**src/rtl/rgn_pkg.sv**
```systemverilog
package rgn_pkg;

    typedef enum logic [2:0] {
        FLD_XLO  = 3'd0,
        FLD_XHI  = 3'd1,
        FLD_YLO  = 3'd2,
        FLD_YHI  = 3'd3,
        FLD_INM  = 3'd4,
        FLD_OUTM = 3'd5,
        FLD_EN   = 3'd6,
        FLD_RSV  = 3'd7
    } cfg_fld_e;

    typedef enum logic [1:0] {
        ST_IDLE  = 2'd0,
        ST_LOCAL = 2'd1,
        ST_HIT   = 2'd2,
        ST_MISS  = 2'd3
    } res_state_e;

endpackage

```
**src/rtl/rgn_entry.sv**
```systemverilog
module rgn_entry
    import rgn_pkg::*;
#(
    parameter int CW    = 4,
    parameter int NPORT = 5,
    parameter int PW    = 3,
    parameter int DW    = 8
) (
    input  logic             clk,
    input  logic             rst_n,
    input  logic             wr_en,
    input  logic [2:0]       wr_fld,
    input  logic [DW-1:0]    wr_data,
    input  logic [CW-1:0]    dst_x,
    input  logic [CW-1:0]    dst_y,
    input  logic [PW-1:0]    in_port,
    output logic             match,
    output logic [NPORT-1:0] grant
);

    logic [CW-1:0]    lo_x_q, hi_x_q, lo_y_q, hi_y_q;
    logic [NPORT-1:0] in_mask_q, out_mask_q;
    logic             en_q;
    logic             port_ok;
    logic             in_range;

    always_ff @(posedge clk) begin
        if (!rst_n) begin
            lo_x_q     <= '0;
            hi_x_q     <= '0;
            lo_y_q     <= '0;
            hi_y_q     <= '0;
            in_mask_q  <= '0;
            out_mask_q <= '0;
            en_q       <= 1'b0;
        end else if (wr_en) begin
            unique case (cfg_fld_e'(wr_fld))
                FLD_XLO:  lo_x_q     <= wr_data[CW-1:0];
                FLD_XHI:  hi_x_q     <= wr_data[CW-1:0];
                FLD_YLO:  lo_y_q     <= wr_data[CW-1:0];
                FLD_YHI:  hi_y_q     <= wr_data[CW-1:0];
                FLD_INM:  in_mask_q  <= wr_data[NPORT-1:0];
                FLD_OUTM: out_mask_q <= wr_data[NPORT-1:0];
                FLD_EN:   en_q       <= wr_data[0];
                FLD_RSV:  ;
                default:  ;
            endcase
        end
    end

    always_comb begin
        port_ok = 1'b0;
        for (int p = 0; p < NPORT; p++) begin
            if (in_port == PW'(p) && in_mask_q[p]) begin
                port_ok = 1'b1;
            end
        end
    end

    assign in_range = (dst_x >= lo_x_q) && (dst_x <= hi_x_q) &&
                      (dst_y >= lo_y_q) && (dst_y <= hi_y_q);
    assign match    = en_q && port_ok && in_range;
    assign grant    = match ? out_mask_q : '0;

    // an out-of-range arrival port never yields a match
    p_port_range_r10: assert property (@(posedge clk) disable iff (!rst_n)
        match |-> (32'(in_port) < NPORT));

    // a disabled entry grants nothing
    p_disabled_quiet_r4: assert property (@(posedge clk) disable iff (!rst_n)
        !en_q |-> (grant == '0));

endmodule

```
**src/rtl/rgn_merge.sv**
```systemverilog
module rgn_merge #(
    parameter int NREG  = 8,
    parameter int NPORT = 5
) (
    input  logic [NREG-1:0]            match_vec,
    input  logic [NREG*NPORT-1:0]      grant_flat,
    output logic                       any_hit,
    output logic [NPORT-1:0]           opts
);

    logic [NPORT-1:0] acc [NREG+1];

    assign acc[0] = '0;

    for (genvar r = 0; r < NREG; r++) begin : g_or
        assign acc[r+1] = acc[r] | grant_flat[r*NPORT +: NPORT];
    end

    assign opts    = acc[NREG];
    assign any_hit = |match_vec;

endmodule

```
**src/rtl/region_router.sv**
```systemverilog
module region_router
    import rgn_pkg::*;
#(
    parameter int NREG       = 8,
    parameter int CW         = 4,
    parameter int NPORT      = 5,
    parameter int DW         = 8,
    parameter int LOCAL_X    = 2,
    parameter int LOCAL_Y    = 3,
    parameter int EJECT_PORT = 0,
    localparam int IDXW      = (NREG > 1) ? $clog2(NREG) : 1,
    localparam int PW        = $clog2(NPORT) + 1
) (
    input  logic             clk,
    input  logic             rst_n,
    input  logic             cfg_we,
    input  logic [IDXW-1:0]  cfg_idx,
    input  logic [2:0]       cfg_fld,
    input  logic [DW-1:0]    cfg_data,
    input  logic             lk_valid,
    input  logic [CW-1:0]    lk_dst_x,
    input  logic [CW-1:0]    lk_dst_y,
    input  logic [PW-1:0]    lk_in_port,
    output logic             res_valid,
    output logic [NPORT-1:0] res_opts,
    output logic             res_noroute
);

    localparam logic [NPORT-1:0] EJECT_ONEHOT = NPORT'(1) << EJECT_PORT;

    logic [NREG-1:0]       match_vec;
    logic [NREG*NPORT-1:0] grant_flat;
    logic                  any_hit;
    logic [NPORT-1:0]      merged;
    logic                  is_local;

    res_state_e            state_q, state_d;
    logic [NPORT-1:0]      opts_q, opts_d;

    for (genvar r = 0; r < NREG; r++) begin : g_entry
        rgn_entry #(
            .CW(CW), .NPORT(NPORT), .PW(PW), .DW(DW)
        ) u_entry (
            .clk     (clk),
            .rst_n   (rst_n),
            .wr_en   (cfg_we && (cfg_idx == IDXW'(r))),
            .wr_fld  (cfg_fld),
            .wr_data (cfg_data),
            .dst_x   (lk_dst_x),
            .dst_y   (lk_dst_y),
            .in_port (lk_in_port),
            .match   (match_vec[r]),
            .grant   (grant_flat[r*NPORT +: NPORT])
        );
    end

    rgn_merge #(.NREG(NREG), .NPORT(NPORT)) u_merge (
        .match_vec  (match_vec),
        .grant_flat (grant_flat),
        .any_hit    (any_hit),
        .opts       (merged)
    );

    assign is_local = (lk_dst_x == CW'(LOCAL_X)) && (lk_dst_y == CW'(LOCAL_Y));

    // next-state: depends only on the present lookup
    always_comb begin
        state_d = ST_IDLE;
        opts_d  = '0;
        if (lk_valid) begin
            if (is_local) begin
                state_d = ST_LOCAL;
            end else if (any_hit) begin
                state_d = ST_HIT;
                opts_d  = merged;
            end else begin
                state_d = ST_MISS;
            end
        end
    end

    always_ff @(posedge clk) begin
        if (!rst_n) begin
            state_q <= ST_IDLE;
            opts_q  <= '0;
        end else begin
            state_q <= state_d;
            opts_q  <= opts_d;
        end
    end

    always_comb begin
        res_valid   = 1'b0;
        res_opts    = '0;
        res_noroute = 1'b0;
        unique case (state_q)
            ST_IDLE:  ;
            ST_LOCAL: begin
                res_valid = 1'b1;
                res_opts  = EJECT_ONEHOT;
            end
            ST_HIT: begin
                res_valid = 1'b1;
                res_opts  = opts_q;
            end
            ST_MISS: begin
                res_valid   = 1'b1;
                res_noroute = 1'b1;
            end
            default: ;
        endcase
    end

    // result follows the request by one cycle
    p_latency_r8: assert property (@(posedge clk) disable iff (!rst_n)
        lk_valid |=> res_valid);
    p_no_spurious_r8: assert property (@(posedge clk) disable iff (!rst_n)
        !lk_valid |=> !res_valid);
    p_idle_quiet_r8: assert property (@(posedge clk) disable iff (!rst_n)
        !res_valid |-> (res_opts == '0 && !res_noroute));

    // local destination gives ejection only
    p_local_eject_r6: assert property (@(posedge clk) disable iff (!rst_n)
        (lk_valid && is_local) |=> (res_opts == EJECT_ONEHOT && !res_noroute));

    // a no-route result carries no options
    p_noroute_empty_r7: assert property (@(posedge clk) disable iff (!rst_n)
        res_noroute |-> (res_opts == '0));

    // a hit reports the merged options of the entries matched
    p_hit_merge_r5: assert property (@(posedge clk) disable iff (!rst_n)
        (lk_valid && !is_local && any_hit) |=> (res_opts == $past(merged) && !res_noroute));

endmodule

```
**config.mk**
```make
export PLATFORM = sky130hd
export DESIGN_NAME = region_router
export DESIGN_NICKNAME = d
export VERILOG_FILES = /design/src/rtl/rgn_pkg.sv /design/src/rtl/rgn_entry.sv /design/src/rtl/rgn_merge.sv /design/src/rtl/region_router.sv
export SDC_FILE = /design/constraint.sdc
export NUM_CORES = 1
export LEC_CHECK = 0
export ABC_AREA = 1
export BUFFER_PORTS_ARGS = -buffer_cell sky130_fd_sc_hd__buf_2
export CAP_MARGIN = 20
export CORE_MARGIN = 1.5
export CORE_UTILIZATION = 55
export DETAILED_ROUTE_END_ITERATION = 6
export PLACE_DENSITY = 0.68
export SYNTH_ARGS = -nofsm -noshare
export SYNTH_HDL_FRONTEND = slang
export SYNTH_HIERARCHICAL = 1
export SYNTH_SLANG_ARGS = --single-unit
```
**constraint.sdc**
```tcl
create_clock -name clk -period 3.3 [get_ports clk]
set_clock_uncertainty 0.05 [all_clocks]
set_input_delay 0.99 -clock clk [delete_from_list [all_inputs] [get_ports clk]]
set_output_delay 0.99 -clock clk [all_outputs]
set_load 0.05 [all_outputs]
```
==> summary.md, run 1 <==
| Metric | Value |
|---|---|
| Max stage delay cell, worst path | dfxtp_1 |
| Worst slack at placement | 0.321 ns |
| Max VDD drop | 0.000331 V |
| CP Cell Sequence | inv_1 > ha_1 > a21oi_1 > nor2_1 > buf_2 |
| Ports | 37 |
| Critical R2R Launch | g_entry[0].u_entry/lo_x_q[3] |
| Initial DRC count | 591 |
| Max-cap violations | 0 |
| Total gr overflow | 0 |
| CTS buffer count | 26 |
| Post-Syn Nets | 2009 |
| Worst-margin pin slew | 0.708 ns |
| Outcome | complete, no violations |
| Leak pwr | 6.29 nW |
| Pin count of the biggest net entering global routing | 64 |
| Reg clk slew, reported paths | 0.06 ns |
| First-pass iteration count of the detailed router | 5 |
| Fmax | 0.357 GHz |
| Synth cell types | 16 |
| Slowest stage delay, CP | 0.34 ns |
| DRC errors left | 0 |
| Util after Layout | 0.628 |
| CP endpoint | res_opts[0] |
| Starting density of the core | 0.560 |
| Crit path max-delay family | buffers and inverters |
| Fin. Hold Viols | 0 |
| Cts hold-fix bufs | 0 |
| Register bit count reported by yosys | 223 |
| Worst Hold Class | reg -> reg |
| CTS H-tree lvls | 1 |
| Synthesis-to-layout area growth | 12.2% |
| Synth Instances | 1847 |
| Clock root cell | clkbuf_16 |
| Share of cells above drive strength 1 | 0.0716 |
| Final Max Tran Viols | 0 |
| Clock Latency Late Sink | 0.53 ns |
| WL/cell | 14.7 µm |
| CP Depth | 5 |
| Buf+Inv Stages, Crit Path | 2 |
| CTS tree | built |
| Minimum clock period after layout | 2.80 ns |
| Warnings, synthesis | 6 |
| Core ar. | 22600 µm² |
| Die Span X | 155 µm |
| P per Cell Area | 437 nW/µm² |
| Port bufs | 33 |
| Finished Layout Cells | 2213 |
| Crit Reg-Reg Endpoint | opts_q[4] |
| Die H | 155 µm |
| Setup ws final | 0.497 ns |
| RD Place Congestion | 0.869 |
| Nets | 2071 |
| Fin Setup TNS | 0 ns |
| FF-to-FF setup slack | 1.28 ns |
| Number of global-route vias before repair | 10900 |
| Routed Antenna Nets | 0 |
| CP max FO | 5 |
| Initial antenna violation count | 1 |
| Die area | 23900 µm² |
| CP required | 2.26 ns |
| # rows | 55 |
| Post-Syn Area per Cell | 6.84 µm² |
| Post-detail-place hpwl | 22.1 mm |
| Unrepaired setup endpoints after global routing | false |
| First-pass GRT wire length | 54.1 mm |
| Gr usage total | 0.281 |
| Synthesized area | 12600 µm² |
| Startpoint types | register |
| Critical Path AT | 1.76 ns |
| Slew HR | 0.528 |
| Vias | 11500 |
| CP Launch Point | state_q[0] |
| Worst R2R Path Depth | 14 |
| Total wire length | 32.6 mm |
| Sequential share of the synthesized area | 0.353 |
| CP Class | reg -> out |
| Post-CTS Resized | 0 |
| Clock tree buffer depth | 3 |
| Critical Path End Type | primary output |
| CTS Sinks | 223 |
| Fin crit share | 0.849 |
| Vias/cell | 5.20 |
| # setup viols final | 0 |
| Placed Cells | 2166 |
| Setup bufs post-CTS | 0 |
-- placed cells by master (no fill, tap or decap) --
| cell | count |
|---|---|
| nor2_2 | 10 |
| clkbuf_16 | 27 |
| inv_8 | 1 |
| nand3_2 | 9 |
| clkbuf_1 | 3 |
| inv_1 | 430 |
| nor3_1 | 40 |
| nand2_2 | 10 |
| ha_1 | 132 |
| nor2_4 | 8 |
| buf_4 | 10 |
| diode_2 | 1 |
| clkinv_2 | 9 |
| bufinv_16 | 1 |
| nand4_1 | 8 |
| nor2_1 | 58 |
| inv_2 | 8 |
| nand3_1 | 104 |
| buf_2 | 32 |
| a21oi_1 | 259 |
| nand2_1 | 348 |
| buf_12 | 8 |
| o21ai_0 | 184 |
| clkbuf_8 | 5 |
| dfxtp_1 | 223 |
-- worst min-delay path, stage by stage (launching register included) --
cell and delay (ns):
dfxtp_1 0.31, inv_1 0.05, a21oi_1 0.05
-- registers in the layout, indices dropped and copies added (netlist names) --
name and flops:
g_entry.u_entry/out_mask_q 40, state_q 2, g_entry.u_entry/lo_x_q 32, g_entry.u_entry/lo_y_q 32, g_entry.u_entry/hi_x_q 32, g_entry.u_entry/hi_y_q 32
opts_q 5, g_entry.u_entry/in_mask_q 40, g_entry.u_entry/en_q 8
-- Yosys cell counts, drive strengths merged --
cell type / n / area [µm²]
a21oi: 259 / 1300
clkbuf: 16 / 60.1
dfxtp: 223 / 4460
ha: 132 / 1650
inv: 438 / 1640
nand2: 358 / 1370
nand3: 113 / 611
nand4: 8 / 50.1
nor2: 76 / 370
nor3: 40 / 200
o21ai: 184 / 921
-- cell families after synthesis --
logic type      Yosys count  share of synthesized area
compound gates          443                      0.175
fa+ha+maj               132                      0.131
buf+inv                 454                      0.135
flops                   223                      0.353
simple gates            595                      0.206
-- through the flow --
stage          power, mW  area (µm²)  hold slack, ns
3_5_place_dp        3.42       13300           0.391
3_3_place_gp        3.40       13300           0.386
2_1_floorplan       3.14       12600           0.377
4_1_cts             6.25       14200           0.400
6_report            6.19       14200           0.398
5_1_grt             6.47       14200           0.417
-- where the power goes --
group          switching (mW)  internal, mW  total, mW
combinational           0.445         0.199      0.644
clock                    1.15          1.68       2.83
sequential            0.00659          2.71       2.72
-- layer usage --
layer,GRT usage,wire length [µm],vias to the layer above,part of all wire
met5,0,0,-,0
met4,0.116,1330,0,0.041
met3,0.0336,1230,83,0.038
met2,0.496,15500,223,0.48
met1,0.348,14500,5195,0.44
li1,-,-,6011,-
-- layout make-up --
type / instances / area [µm²]
fill: 2128 / 8400
inverter: 438 / 1640
timing repair buffer: 50 / 395
clock buffer: 35 / 756
tap: 285 / 357
antenna: 1 / 2.50
sequential: 223 / 4460
clock inverter: 11 / 86.3
multi-input combinational: 1170 / 6470
-- worst min-delay path by stage --
| stage | slack [ns] | depth (start not counted) | endpoint | startpoint |
|---|---|---|---|---|
| floorplan | 0.38 | 2 | g_entry[0].u_entry/hi_y_q[0] | g_entry[0].u_entry/hi_y_q[0] |
| global placement | 0.39 | 2 | g_entry[4].u_entry/hi_y_q[0] | g_entry[4].u_entry/hi_y_q[0] |
| detailed placement | 0.39 | 2 | g_entry[3].u_entry/hi_y_q[0] | g_entry[3].u_entry/hi_y_q[0] |
| CTS | 0.40 | 2 | g_entry[3].u_entry/hi_y_q[0] | g_entry[3].u_entry/hi_y_q[0] |
| global route | 0.42 | 2 | g_entry[3].u_entry/hi_x_q[1] | g_entry[3].u_entry/hi_x_q[1] |
| finish | 0.40 | 2 | g_entry[3].u_entry/hi_y_q[0] | g_entry[3].u_entry/hi_y_q[0] |
Note: power is estimated with default switching activity, not from simulation.
==> inputs of run 2 (changes only) <==
clock period = 2.8 ns   (was 3.3 ns; I/O delays follow)
==> run 2 against run 1 <==
  * Die area unchanged
  * Global-route usage decreased by 0.63 points
  * Sequential share of layout area decreased by 0.058 points
  * Setup slack got worse by 0.30 ns
  * Power increased by 17%
  * Combinational power increased by 18%
  * Worst hold slack about the same
  * Core utilization increased by 0.12 points
  * Design area increased by 0.19%
  * Final cell count about the same
  * Largest cell class unchanged
  * Largest power group unchanged
  * Highest routed layer unchanged
==> summary.md, run 2 (synthesized netlist as in run 1, its figures left out) <==
| Metric | Value |
|---|---|
| Routed Antenna Nets | 0 (unchanged) |
| Fmax | 0.384 GHz |
| Worst slack at placement | -0.0922 ns (was 0.321 ns) |
| Die H | 155 µm (unchanged) |
| Area after DPL | 13400 µm² (was 13300 µm²) |
| Share of cells above drive strength 1 | 0.0700 (was 0.0716) |
| Fillers | 2186 (was 2128) |
| Die area | 23900 µm² (unchanged) |
| Worst hold endpoint | g_entry[1].u_entry/hi_y_q[0] (was g_entry[3].u_entry/hi_y_q[0]) |
| Setup ws final | 0.195 ns (was 0.497 ns) |
| Startpoint types | register (unchanged) |
| Hold Path Cell Cnt | 2 (unchanged) |
| Starting density of the core | 0.560 (unchanged) |
| Ports | 37 (unchanged) |
| First-pass GRT wire length | 52.3 mm (was 54.1 mm) |
| CTS buffer count | 26 (unchanged) |
| Initial antenna violation count | 1 (unchanged) |
| Cts hold-fix bufs | 0 (unchanged) |
| Critical R2R Launch | g_entry[3].u_entry/lo_x_q[3] (was g_entry[0].u_entry/lo_x_q[3]) |
| Number of global-route vias before repair | 10400 (was 10900) |
| Setup bufs post-CTS | 0 (unchanged) |
| Total gr overflow | 0 (unchanged) |
| Total wire length | 32.4 mm (was 32.6 mm) |
| # rows | 55 (unchanged) |
| Clock root cell | clkbuf_16 (unchanged) |
| Minimum clock period after layout | 2.61 ns |
| Nets | 2075 (was 2071) |
| CP Class | reg -> out (unchanged) |
| Crit Reg-Reg Endpoint | opts_q[3] (was opts_q[4]) |
| Final Max Tran Viols | 0 (unchanged) |
| P per Cell Area | 511 nW/µm² (was 437 nW/µm²) |
| CP required | 1.91 ns (was 2.26 ns) |
| CTS tree | built (unchanged) |
| Outcome | complete, no violations (unchanged) |
| Worst R2R Path Depth | 14 (unchanged) |
| DRC errors left | 0 (unchanged) |
| Largest registers | g_entry.u_entry/in_mask_q: 40 flops, g_entry.u_entry/out_mask_q: 40 flops (unchanged) |
| Vias | 11300 (was 11500) |
| Unrepaired setup endpoints after global routing | false (unchanged) |
| CP Launch Point | state_q[0] (unchanged) |
| FF-to-FF setup slack | 0.82 ns (was 1.28 ns) |
| Core ar. | 22600 µm² (unchanged) |
| Worst Hold Class | reg -> reg (unchanged) |
| Multi-input logic area | 6470 µm² (unchanged) |
| Gr usage total | 0.275 (was 0.281) |
| CP max FO | 5 (unchanged) |
| First-pass iteration count of the detailed router | 5 (unchanged) |
| Sequential cell area | 4460 µm² (unchanged) |
| Reg clk slew, reported paths | 0.06 ns (about the same) |
| RD Place Congestion | 0.856 (was 0.869) |
| Most frequent cells in the layout | inv_1, nand2_1, a21oi_1 (unchanged) |
| Port bufs | 33 (unchanged) |
| CTS Sinks | 223 (unchanged) |
| Initial DRC count | 560 (was 591) |
| Clock tree buffer depth | 3 (unchanged) |
| Hold wc startpoint | g_entry[1].u_entry/hi_y_q[0] (was g_entry[3].u_entry/hi_y_q[0]) |
| Vias/cell | 5.09 (was 5.20) |
| Post-route cell area | 14200 µm² (about the same) |
| WL/cell | 14.6 µm (was 14.7 µm) |
| Worst-margin pin slew | 0.679 ns (was 0.708 ns) |
| Max-cap violations | 0 (unchanged) |
| Synthesis-to-layout area growth | 12.4% (was 12.2%) |
| Slew HR | 0.547 (was 0.528) |
| Die Span X | 155 µm (unchanged) |
| Commonest non-fill, non-tap cell in the layout | inv_1 (unchanged) |
| Leak pwr | 6.29 nW (about the same) |
| # setup viols final | 0 (unchanged) |
| CTS H-tree lvls | 1 (unchanged) |
| Fin crit share | 0.930 |
| Clock Latency Late Sink | 0.53 ns (about the same) |
| Post-CTS Resized | 0 (unchanged) |
| Critical Path AT | 1.72 ns (was 1.76 ns) |
| Pin count of the biggest net entering global routing | 66 (was 64) |
| Post-detail-place hpwl | 22.1 mm (about the same) |
| Fin. Hold Viols | 0 (unchanged) |
| Number of diodes | 0 (was 1) |
| Max VDD drop | 0.000807 V (was 0.000331 V) |
| Critical Path End Type | primary output (unchanged) |
run 2: changes by cell type in the layout (fill, tap and decap cells not counted), sizes merged:
cell,previous run,this run
diode,1,0
inv,439,438
buf,50,54
clkbuf,35,41
clkinv,9,2
run 2: worst max path at each step:
stage,end,slack (ns),depth (start not counted)
4_1_cts,res_opts[2],0.18,5
3_3_place_gp,opts_q[3],-0.11,15
5_1_grt,opts_q[3],0.12,15
2_1_floorplan,res_opts[0],0.57,4
3_5_place_dp,opts_q[3],-0.09,15
6_report,res_opts[2],0.19,5
run 2: layout make-up:
| type | instances | area share |
|---|---|---|
| inverter | 438 | 0.116 |
| timing repair buffer | 54 | 0.0308 |
| multi-input combinational | 1170 | 0.456 |
| tap | 285 | 0.0251 |
| sequential | 223 | 0.314 |
| clock inverter | 3 | 0.00282 |
| clock buffer | 41 | 0.0555 |
run 2: worst max-delay path, cell delays in order, from the launching register on:
cell and delay (ns):
dfxtp_1 0.33, inv_1 0.08, ha_1 0.26, nand2_1 0.18, inv_1 0.08, buf_2 0.26
run 2: power breakdown:
part	switching (mW)	total, mW	internal [mW]	leakage (nW)
registers	0.00747	3.20	3.20	1.80
logic	0.523	0.761	0.238	4.09
clock network	1.30	3.29	2.00	0.407
run 2: routing by layer:
layer / up-vias / part of all wire / GRT usage
li1: 6008 / - / -
met1: 4977 / 0.44 / 0.338
met2: 218 / 0.48 / 0.497
met3: 75 / 0.035 / 0.0280
met4: 0 / 0.036 / 0.103
met5: - / 0 / 0
run 2: stage by stage:
| step | utilization | total power [mW] | std cells | TNS [ns] | hold slack [ns] |
|---|---|---|---|---|---|
| after floorplan | - | 3.71 | 1847 | 0 | 0.377 |
| after global placement | 0.592 | 4.01 | 2170 | -0.367 | 0.385 |
| after detailed placement | 0.592 | 4.03 | 2170 | -0.305 | 0.390 |
| after CTS | 0.629 | 7.33 | 2214 | 0 | 0.399 |
| after global routing | 0.629 | 7.56 | 2214 | 0 | 0.416 |
| final | 0.629 | 7.26 | 2214 | 0 | 0.398 |
